==> src/rtl/dfq_pkg.sv <==
package dfq_pkg;
    // status word bit positions (decoded by software)
    localparam int ST_W        = 12;
    localparam int ST_RX_RERR  = 0;
    localparam int ST_RX_WERR  = 1;
    localparam int ST_RX_EMPTY = 3;
    localparam int ST_TX_RERR  = 6;
    localparam int ST_TX_WERR  = 7;
    localparam int ST_TX_FULL  = 11;

    // interrupt source positions
    localparam int IQ_N    = 5;
    localparam int IQ_DONE = 0;
    localparam int IQ_XERR = 1;
    localparam int IQ_FERR = 2;
    localparam int IQ_RXAF = 3;
    localparam int IQ_TXAE = 4;

    typedef struct packed {
        logic rerr;
        logic werr;
        logic empty;
        logic full;
    } fifo_flags_t;
endpackage

==> src/rtl/dfq_fifo.sv <==
module dfq_fifo
    import dfq_pkg::*;
#(
    parameter int W     = 8,
    parameter int DEPTH = 64,
    localparam int AW    = $clog2(DEPTH),
    localparam int CNT_W = $clog2(DEPTH + 1)
) (
    input  logic             clk,
    input  logic             rst_n,
    input  logic             flush,
    input  logic             push,
    input  logic [W-1:0]     wdata,
    input  logic             pop,
    output logic [W-1:0]     rdata,
    output logic [CNT_W-1:0] count,
    output fifo_flags_t      flags
);
    logic [W-1:0]  mem [DEPTH];
    logic [AW-1:0] wp, rp;
    logic          rerr, werr;
    logic          full, empty, do_push, do_pop;

    function automatic logic [AW-1:0] nxt(input logic [AW-1:0] p);
        return (p == AW'(DEPTH - 1)) ? '0 : p + AW'(1);
    endfunction

    assign full    = (count == CNT_W'(DEPTH));
    assign empty   = (count == '0);
    assign do_push = push && !full && !flush;
    assign do_pop  = pop && !empty && !flush;

    always_ff @(posedge clk) begin
        if (do_push) mem[wp] <= wdata;
    end

    always_ff @(posedge clk) begin
        if (!rst_n) begin
            wp    <= '0;
            rp    <= '0;
            count <= '0;
            rdata <= '0;
            rerr  <= 1'b0;
            werr  <= 1'b0;
        end else if (flush) begin
            wp    <= '0;
            rp    <= '0;
            count <= '0;
            rerr  <= 1'b0;
            werr  <= 1'b0;
        end else begin
            if (do_push) wp <= nxt(wp);
            if (push && full) werr <= 1'b1;
            if (do_pop) begin
                rdata <= mem[rp];
                rp    <= nxt(rp);
            end
            if (pop && empty) rerr <= 1'b1;
            count <= count + CNT_W'(do_push) - CNT_W'(do_pop);
        end
    end

    assign flags = '{rerr: rerr, werr: werr, empty: empty, full: full};

    AST_COUNT_BOUND: assert property (@(posedge clk) disable iff (!rst_n)
        count <= CNT_W'(DEPTH));
    AST_FULL_DROP: assert property (@(posedge clk) disable iff (!rst_n)
        (push && full && !pop && !flush) |=> (count == $past(count)) && werr);
    AST_WERR_STICKY: assert property (@(posedge clk) disable iff (!rst_n)
        (werr && !flush) |=> werr);
    AST_EMPTY_HOLD: assert property (@(posedge clk) disable iff (!rst_n)
        (pop && empty && !flush) |=> $stable(rdata) && rerr);
    AST_FLUSH_CLEAR: assert property (@(posedge clk) disable iff (!rst_n)
        flush |=> (count == '0) && !rerr && !werr);
endmodule

==> src/rtl/dfq_irq.sv <==
module dfq_irq #(
    parameter int N = 5
) (
    input  logic         clk,
    input  logic         rst_n,
    input  logic [N-1:0] evt,
    input  logic [N-1:0] lvl,
    input  logic         mask_we,
    input  logic [N-1:0] mask_wdata,
    input  logic         clr_we,
    input  logic [N-1:0] clr_wdata,
    output logic [N-1:0] raw,
    output logic [N-1:0] stat,
    output logic         line
);
    logic [N-1:0] mask_q;
    logic [N-1:0] clr;

    assign clr = clr_we ? clr_wdata : '0;

    always_ff @(posedge clk) begin
        if (!rst_n) begin
            raw    <= '0;
            mask_q <= '0;
        end else begin
            raw <= (raw & ~clr) | evt | (lvl & ~clr);
            if (mask_we) mask_q <= mask_wdata;
        end
    end

    assign stat = raw & mask_q;
    assign line = |stat;

    AST_EVENT_SETS: assert property (@(posedge clk) disable iff (!rst_n)
        (|evt) |=> ((raw & $past(evt)) == $past(evt)));
    AST_CLR_TAKES: assert property (@(posedge clk) disable iff (!rst_n)
        clr_we |=> ((raw & $past(clr_wdata & ~evt)) == '0));
    AST_RAW_HOLDS: assert property (@(posedge clk) disable iff (!rst_n)
        !clr_we |=> ((raw & $past(raw)) == $past(raw)));
endmodule

==> src/rtl/dual_fifo_irq.sv <==
module dual_fifo_irq
    import dfq_pkg::*;
#(
    parameter int DEPTH = 64,
    parameter int CMD_W = 11,
    parameter int RX_W  = 8,
    localparam int THR_W  = $clog2(DEPTH),
    localparam int CNT_W  = $clog2(DEPTH + 1),
    localparam int CTRL_W = 2 + 2 * THR_W
) (
    input  logic              clk,
    input  logic              rst_n,
    input  logic              reg_cmd_push,
    input  logic [CMD_W-1:0]  reg_cmd_data,
    input  logic              reg_rx_pop,
    output logic [RX_W-1:0]   reg_rx_data,
    input  logic              ctrl_we,
    input  logic [CTRL_W-1:0] ctrl_wdata,
    output logic [CTRL_W-1:0] ctrl_rdata,
    output logic [ST_W-1:0]   status_word,
    input  logic              irq_mask_we,
    input  logic [IQ_N-1:0]   irq_mask_wdata,
    input  logic              irq_clr_we,
    input  logic [IQ_N-1:0]   irq_clr_wdata,
    output logic [IQ_N-1:0]   irq_raw,
    output logic [IQ_N-1:0]   irq_stat,
    output logic              irq_line,
    input  logic              eng_cmd_pop,
    output logic [CMD_W-1:0]  eng_cmd_data,
    output logic              eng_cmd_valid,
    input  logic              eng_rx_push,
    input  logic [RX_W-1:0]   eng_rx_data,
    output logic              eng_rx_full,
    input  logic              eng_done,
    input  logic              eng_err
);
    logic [THR_W-1:0] rx_thr, tx_thr;
    logic             rx_flush, tx_flush;
    logic [CNT_W-1:0] rx_cnt, tx_cnt;
    fifo_flags_t      rx_fl, tx_fl;
    logic [IQ_N-1:0]  evt, lvl;

    // control: watermarks stored, flush bits act for one cycle only
    assign rx_flush = ctrl_we && ctrl_wdata[0];
    assign tx_flush = ctrl_we && ctrl_wdata[1];

    always_ff @(posedge clk) begin
        if (!rst_n) begin
            rx_thr <= '0;
            tx_thr <= '0;
        end else if (ctrl_we) begin
            rx_thr <= ctrl_wdata[2 +: THR_W];
            tx_thr <= ctrl_wdata[2 + THR_W +: THR_W];
        end
    end

    assign ctrl_rdata = {tx_thr, rx_thr, 2'b00};

    dfq_fifo #(.W(CMD_W), .DEPTH(DEPTH)) u_tx (
        .clk(clk), .rst_n(rst_n), .flush(tx_flush),
        .push(reg_cmd_push), .wdata(reg_cmd_data),
        .pop(eng_cmd_pop), .rdata(eng_cmd_data),
        .count(tx_cnt), .flags(tx_fl)
    );

    dfq_fifo #(.W(RX_W), .DEPTH(DEPTH)) u_rx (
        .clk(clk), .rst_n(rst_n), .flush(rx_flush),
        .push(eng_rx_push), .wdata(eng_rx_data),
        .pop(reg_rx_pop), .rdata(reg_rx_data),
        .count(rx_cnt), .flags(rx_fl)
    );

    assign eng_cmd_valid = !tx_fl.empty;
    assign eng_rx_full   = rx_fl.full;

    always_comb begin
        status_word              = '0;
        status_word[ST_RX_RERR]  = rx_fl.rerr;
        status_word[ST_RX_WERR]  = rx_fl.werr;
        status_word[ST_RX_EMPTY] = rx_fl.empty;
        status_word[ST_TX_RERR]  = tx_fl.rerr;
        status_word[ST_TX_WERR]  = tx_fl.werr;
        status_word[ST_TX_FULL]  = tx_fl.full;
    end

    always_comb begin
        evt          = '0;
        lvl          = '0;
        evt[IQ_DONE] = eng_done;
        evt[IQ_XERR] = eng_err;
        lvl[IQ_FERR] = rx_fl.rerr | rx_fl.werr | tx_fl.rerr | tx_fl.werr;
        lvl[IQ_RXAF] = (rx_cnt >= CNT_W'(rx_thr));
        lvl[IQ_TXAE] = (tx_cnt <= CNT_W'(tx_thr));
    end

    dfq_irq #(.N(IQ_N)) u_irq (
        .clk(clk), .rst_n(rst_n), .evt(evt), .lvl(lvl),
        .mask_we(irq_mask_we), .mask_wdata(irq_mask_wdata),
        .clr_we(irq_clr_we), .clr_wdata(irq_clr_wdata),
        .raw(irq_raw), .stat(irq_stat), .line(irq_line)
    );

    AST_RXAF_TRACK: assert property (@(posedge clk) disable iff (!rst_n)
        ((rx_cnt >= CNT_W'(rx_thr)) && !(irq_clr_we && irq_clr_wdata[IQ_RXAF]))
        |=> irq_raw[IQ_RXAF]);
    AST_TXAE_TRACK: assert property (@(posedge clk) disable iff (!rst_n)
        ((tx_cnt <= CNT_W'(tx_thr)) && !(irq_clr_we && irq_clr_wdata[IQ_TXAE]))
        |=> irq_raw[IQ_TXAE]);
    AST_FERR_TRACK: assert property (@(posedge clk) disable iff (!rst_n)
        ((status_word[ST_TX_WERR] || status_word[ST_RX_RERR])
         && !(irq_clr_we && irq_clr_wdata[IQ_FERR])) |=> irq_raw[IQ_FERR]);
endmodule

==> config.mk <==
export PLATFORM = sky130hd
export DESIGN_NAME = dual_fifo_irq
export DESIGN_NICKNAME = d
export VERILOG_FILES = /design/src/rtl/dfq_pkg.sv /design/src/rtl/dfq_fifo.sv /design/src/rtl/dfq_irq.sv /design/src/rtl/dual_fifo_irq.sv
export SDC_FILE = /design/constraint.sdc
export NUM_CORES = 1
export LEC_CHECK = 0
export BUFFER_PORTS_ARGS = -buffer_cell sky130_fd_sc_hd__buf_2
export CAP_MARGIN = 25
export CORE_UTILIZATION = 45
export DETAILED_ROUTE_END_ITERATION = 16
export SLEW_MARGIN = 10
export SYNTH_ARGS = -nofsm -noshare
export SYNTH_HDL_FRONTEND = slang
export SYNTH_SLANG_ARGS = --single-unit
==> constraint.sdc <==
create_clock -name clk -period 4.4 [get_ports clk]
set_clock_uncertainty 0.05 [all_clocks]
set_input_delay 0.22 -clock clk [delete_from_list [all_inputs] [get_ports clk]]
set_output_delay 0.22 -clock clk [all_outputs]
set_load 0.02 [all_outputs]
== Yosys cells after proc, flatten, opt, wreduce, memory -nomap -nowiden ==
Memory sizes are Yosys's and may differ from the RTL's. A register that Yosys moved wholly into a read port is not among the register bits.
Cells that the tools add are included.

* Output and inout port bits: 58
* Memory bits (writable): 1,216
* Memories: 2
* Logic and storage cells: 82
* Bits in registers: 64

* Eq/ne operators: 6
* Multiplexer cells: 9
* Add/subtract/negate cells: 8
* Magnitude comparators: 2
* Bitwise operators: 12
* Reduce and logical (&&, ||, !) cells: 29

{| class="wikitable"
|+ Memory list
! memory !! depth !! width !! read ports !! clocked after memory_dff !! write ports !! RTL line !! text
|-
| u_tx.mem || 64 || 11 || 1 || 1 || 1 || dfq_fifo.sv:19 || <nowiki>logic [W-1:0] mem [DEPTH];</nowiki>
|-
| u_rx.mem || 64 || 8 || 1 || 1 || 1 || dfq_fifo.sv:19 ||
|}

{| class="wikitable"
|+ Operator list
! kind !! count
|-
| adder 6 x 1 -> 6 bit, second input constant || 4
|-
| equality test 6 bit, second input constant || 4
|-
| 2-to-1 mux 6 bit || 4
|-
| bitwise AND 5 bit || 3
|-
| adder 7 x 1 -> 7 bit || 2
|-
| equality test 7 bit, second input constant || 2
|-
| logical AND 1 bit || 14
|-
| zero test 7 bit || 2
|-
| subtractor 7 x 1 -> 7 bit || 2
|-
| zero test 1 bit || 8
|-
| greater-or-equal comparator 7 x 6 -> 1 bit || 1
|-
| less-or-equal comparator 7 x 6 -> 1 bit || 1
|-
| 2-to-1 mux 5 bit || 1
|-
| NOT 5 bit || 1
|-
| bitwise OR 5 x 2 -> 5 bit || 1
|-
| bitwise OR 5 bit || 1
|-
| OR reduction 5 bit || 1
|-
| 2-to-1 mux 1 bit || 4
|-
| AND reduction 2 bit || 2
|-
| OR reduction 2 bit || 2
|-
| NOT 1 bit || 3
|-
| bitwise OR 1 bit || 3
|}

== Logic depth before layout (Yosys ltp) ==
* Depth after elaboration: 6
* Gate-level depth with buffers: 17
* Mapped depth without buffers: 16

== Modules after synthesis ==
From an unflattened synthesis, not the netlist that was laid out.

* Cell total of the unflattened synthesis: 2,753
* Area, all modules: 51,520.7 um2

{| class="wikitable"
|+ Modules (own cells, without submodules)
! module !! cells each !! sequential area each (um2) !! area each (um2) !! times used
|-
| dfq_fifo at u_tx || 1,480 || 21,780.9 || 28,847.7 || 1
|-
| dfq_fifo at u_rx || 1,143 || 15,955.3 || 21,409.3 || 1
|-
| dual_fifo_irq || 91 || 240.2 || 838.3 || 1
|-
| dfq_irq || 39 || 200.2 || 425.4 || 1
|}

== Worst setup path before layout ==
Ideal clock, no wire load.

* Path type: register to register
* Start point: register u_tx.count[2]
* End point: register u_tx.count[6]
* Setup slack: 0.890 ns
* Period minus slack after synthesis: 3.510 ns
* Path buffers: 1
* Arrival: 3.389 ns
* Library setup time: 0.071 ns
* Cell stages (with the launch flop): 18
* Cells stage by stage: dfxtp_1 inv_1 ha_1 and4bb_2 nand2b_1 nand3_1 inv_2 buf_2 ha_1 inv_1 ha_1 fa_1 a21oi_1 o21bai_1 a21oi_1 nor2_1 or3_1 a21oi_1

{| class="wikitable"
|+ RTL lines
! item !! RTL line !! text
|-
| from (decl) || dfq_fifo.sv:16 || <nowiki>output logic [CNT_W-1:0] count,</nowiki>
|-
| from (signal assigned) || dfq_fifo.sv:59 || <nowiki>count <= count + CNT_W'(do_push) - CNT_W'(do_pop);</nowiki>
|-
| zero test 7 bit || dfq_fifo.sv:29 || <nowiki>assign empty = (count == '0);</nowiki>
|-
| zero test 1 bit || -- ||
|-
| via eng_cmd_valid || dual_fifo_irq.sv:30 || <nowiki>output logic eng_cmd_valid,</nowiki>
|-
| logical AND 1 bit (2 in series) || dfq_fifo.sv:31 || <nowiki>assign do_pop = pop && !empty && !flush;</nowiki>
|-
| via u_tx.do_pop || dfq_fifo.sv:22 || <nowiki>logic full, empty, do_push, do_pop;</nowiki>
|-
| subtractor 7 x 1 -> 7 bit || dfq_fifo.sv:59 ||
|}

The timed path passes the listed nets, and every way through them passes these cells.
A chain may end at the register's enable or synchronous reset.

== Final worst setup path ==
* Start point: register u_rx.count[4]
* End point: register u_rx.count[6]

* Cells in the longest elaborated chain, start to end: 6

{| class="wikitable"
|+ RTL lines
! item !! RTL line !! text
|-
| from (decl) || dfq_fifo.sv:16 ||
|-
| from (signal assigned) || dfq_fifo.sv:59 ||
|-
| equality test 7 bit || dfq_fifo.sv:28 || <nowiki>assign full = (count == CNT_W'(DEPTH));</nowiki>
|-
| zero test 1 bit || dfq_fifo.sv:30 || <nowiki>assign do_push = push && !full && !flush;</nowiki>
|-
| logical AND 1 bit (2 in series) || dfq_fifo.sv:30 ||
|-
| adder 7 x 1 -> 7 bit || dfq_fifo.sv:59 ||
|-
| subtractor 7 x 1 -> 7 bit * || dfq_fifo.sv:59 ||
|}

Mark *: on every way between the ends. The rest lies on a longest branch, timed or not.

==> run_results.csv <==
group,metric,value,unit
run_status,run_status,"completed",
layout,layout.core_utilization,51.9,%
route,detailroute.via_count,26300,
worst_setup_path,crit_path_max_fanout,15,
layout,drive_above_1_share,23.4,%
hold_path,worst_hold_path_type,"primary input to register",
yosys,synthTopCellsByArea,"edfxtp_1 72%, mux4_2 11%, dfxtp_1 3.3%, mux2i_1 2.3%, nor2_1 1.5%",
worst_setup_path,worst_r2r_path_depth,16,
placed_design,io_buffers,103,
yosys,synth_warnings,0,
sta,final-max-slew-violation-count,0,
pwr,power.leakage,18.4,nW
worst_setup_path,cp_slowest_stage_delay,0.43,ns
clocking,cts_buffers,135,
sta,setup_total_negative_slack,0,ns
floorplanning,top_level_ports,112,
clocking,tritoncts,"yes",
layout,most-common-layout-cells,"1216 x edfxtp_1, 258 x mux4_2, 203 x nor2_1",
yosys,synth_area_leader_cell,"edfxtp_1",
worst_setup_path,timing.critical_path.to_type,"register",
yosys,synth_enable_flop_cells,1216,
yosys,synth_sequential_area_ratio,74.8,%
worst_setup_path,cp_cell_sequence,"inv_1 -> ha_1 -> and4bb_2 -> nand2_1 -> nand3_1 -> inv_1 -> ha_1 -> inv_1 -> ha_1 -> fa_1 -> a21oi_1 -> o21bai_1 -> a21oi_1 -> nor2_1 -> or3_1 -> a21oi_1",
yosys,netlist_instances,2688,
clocking,cts_setup_buffers,0,
route,dr.first_iter.drc_count,2616,
route,avgRoutedWirePerCell,26.9,um
flow_run,drv.max_cap_violation_count,0,
worst_setup_path,worstSetupPathDepth,16,
pwr,share_of_power_burned_in_registers,49.0,%
clocking,ctsLongestPathBuffers,3,
clocking,clk_tree_root_cell,"clkbuf_16",
floorplanning,die_w,339,um
route,drt_pass1_iterations,6,
pwr,clkPwrFrac,39.0,%
route,drc_errors,0,
sta,tightest_slew,0.992,ns
layout,fin_area,58400,um2
clocking,path_clk_slew,0.06,ns
grt,grt_pass1_wl,182000,um
sta,grt_setup_unrepaired,"no",
yosys,number_of_distinct_library_cells_after_synthesis,58,
pwr,switching_share,23.9,%
layout,filler_cell_count_in_the_final_layout,8926,
grt,via_count_of_the_first_global_routing_pass,27300,
yosys,synth.avg_cell_area,19.0,um2
sta,fmaxAchievable,274,MHz
placed_design,gp_congestion,0.908,
pwr,power.density,485,nW/um2
floorplanning,initial_utilization,45.4,%
sta,post-route-min-period,3.65,ns
hold_path,min_delay_path_depth,1,
pwr,worst_ir_drop_vdd,378,uV
worst_setup_path,crit_buf_inv,3,
yosys,ys_ff_latch,1299,
route,antenna_left,0,
sta,timing.final.hold_violations,0,
sta,setup_viol_count_final,0,
placed_design,post-dp-hpwl,77500,um
clocking,clock_insertion_delay_worst_skew,0.75,ns
worst_setup_path,critical_path.startpoint_type,"register",
placed_design,placed_area,53600,um2
worst_setup_path,crit_slowest_cell,"fa_1",
sta,final_clock_period_utilization_by_the_worst_path,83.1,%
worst_setup_path,crit_family,"simple AND/OR/NAND/NOR gates",
pwr,netSwitchingPower,6.78,mW
sta,slew-limit-headroom,33.7,%
pwr,internal_power,21.6,mW
yosys,mappedNetlistArea,51100,um2
layout,layout_commonest_cell,"edfxtp_1",
clocking,clkSinkCount,1299,
worst_setup_path,critPathKind,"register to register",
yosys,synthDominantCellAreaShare,71.5,%
route,wl,123000,um
worst_setup_path,required,4.99,ns
floorplanning,placeableCoreArea,112000,um2
floorplanning,chipHeight,339,um
grt,gr-usage-all-layers,21.6,%
layout,layout.nets,3039,
yosys,ys_dominant_reg_cell,"edfxtp_1",
grt,grt_max_degree,73,
yosys,synth-async-reset-ratio,0,%
layout,area_delta_synth_final,14.4,%
worst_setup_path,cp_data_arrival_time,4.25,ns
grt,grt_antenna_before_repair,4,
floorplanning,fp.dieArea,115000,um2
pwr,combinational_fraction_of_design_power,12.1,%
route,post_drt_via_cell_ratio,5.78,
floorplanning,num_rows,123,
clocking,cts_htree_levels,4,
grt,globalRoute.totalOverflow,0,
-- synthesized netlist by cell type (all sizes together), types with 8 or more instances --
cell    number
ha          34
nand4        8
nand3       39
mux2i      118
nand3b       9
clkbuf      59
and3         8
mux2        18
o221ai      23
inv         38
a21oi       60
o22ai       57
xnor2       13
nor2b       47
xor2        14
nand2b      10
edfxtp    1216
mux4       258
a22oi        9
o21ai       42
buf         96
a31oi       10
nor3        20
a211oi      34
nor2       203
nand2       77
dfxtp       83
-- state kept, by name (all words and copies together) (netlist names), 6 cells and up --
name,cells
u_tx.wp,6
u_rx.mem,512
u_rx.count,7
u_tx.count,7
u_tx.mem,704
tx_thr,6
u_tx.rdata,11
rx_thr,6
u_rx.wp,6
u_rx.rdata,8
u_rx.rp,6
u_tx.rp,6
-- power by group through the flow --
stage	Clock (mW)	Sequential (mW)	Combinational, mW
after floorplan	0	14.1	2.38
after global placement	0	14.1	3.37
after detailed placement	0	14.1	3.41
after CTS	11.2	13.9	3.47
after global routing	11.7	13.9	3.71
final	11.0	13.9	3.42
-- worst paths after layout --
check                         end           start  slack [ns]
setup reg to reg    u_rx.count[6]   u_rx.count[4]        0.75
hold reg to reg         u_rx.rerr       u_rx.rerr        0.45
setup / recovery    u_rx.count[6]   u_rx.count[4]        0.75
hold / removal    u_rx.mem[39][6]  eng_rx_data[6]        0.03
-- timing repair --
item,CTS,global route
hold buffers,49,1
hold endpoints to repair,113,5
gates resized for setup,0,0
-- layout make-up --
class / count / area, um2 / share of cell area [%]
clock buffer: 172 / 3660 / 6.27
sequential: 1299 / 38200 / 65.4
antenna: 1 / 2.50 / 0.00428
tap: 1500 / 1880 / 3.21
multi-input combinational: 1203 / 11900 / 20.4
timing repair buffer: 272 / 2020 / 3.46
inverter: 38 / 143 / 0.244
clock inverter: 71 / 613 / 1.05
-- per-stage QoR --
| stage | setup WS, ns | hold slack (ns) | power [mW] | std cells |
|---|---|---|---|---|
| 6_report | 0.746 | 0.0344 | 28.3 | 4556 |
| 5_1_grt | 0.430 | 0.0314 | 29.3 | 4556 |
| 4_1_cts | 0.766 | 0.0119 | 28.6 | 4552 |
| 3_5_place_dp | 0.799 | 0.412 | 17.6 | 4260 |
| 3_3_place_gp | 0.773 | 0.393 | 17.5 | 4260 |
| 2_1_floorplan | 0.890 | 0.269 | 16.5 | 2695 |
-- logic make-up (layout without fill, tap and decap cells) --
kind of cell / after synthesis / in the layout / synth area share, %
fa+ha+maj: 36 / 36 / 0.912
flops: 1299 / 1299 / 74.8
mux: 394 / 394 / 14.1
xor+xnor: 27 / 27 / 0.463
compound gates: 278 / 278 / 3.59
buf+inv: 193 / 553 / 1.94
other cells: 1 / 9 / 0.00735
simple gates: 460 / 460 / 4.22
-- layer usage --
layer / routed length, um / vias to the layer above / track usage, %
met5: 0 / - / 0
met4: 3130 / 0 / 6.42
met3: 7490 / 216 / 3.50
met2: 60800 / 1006 / 35.6
met1: 51200 / 13800 / 29.6
li1: - / 11400 / -
(Power assumes the default switching activity.)
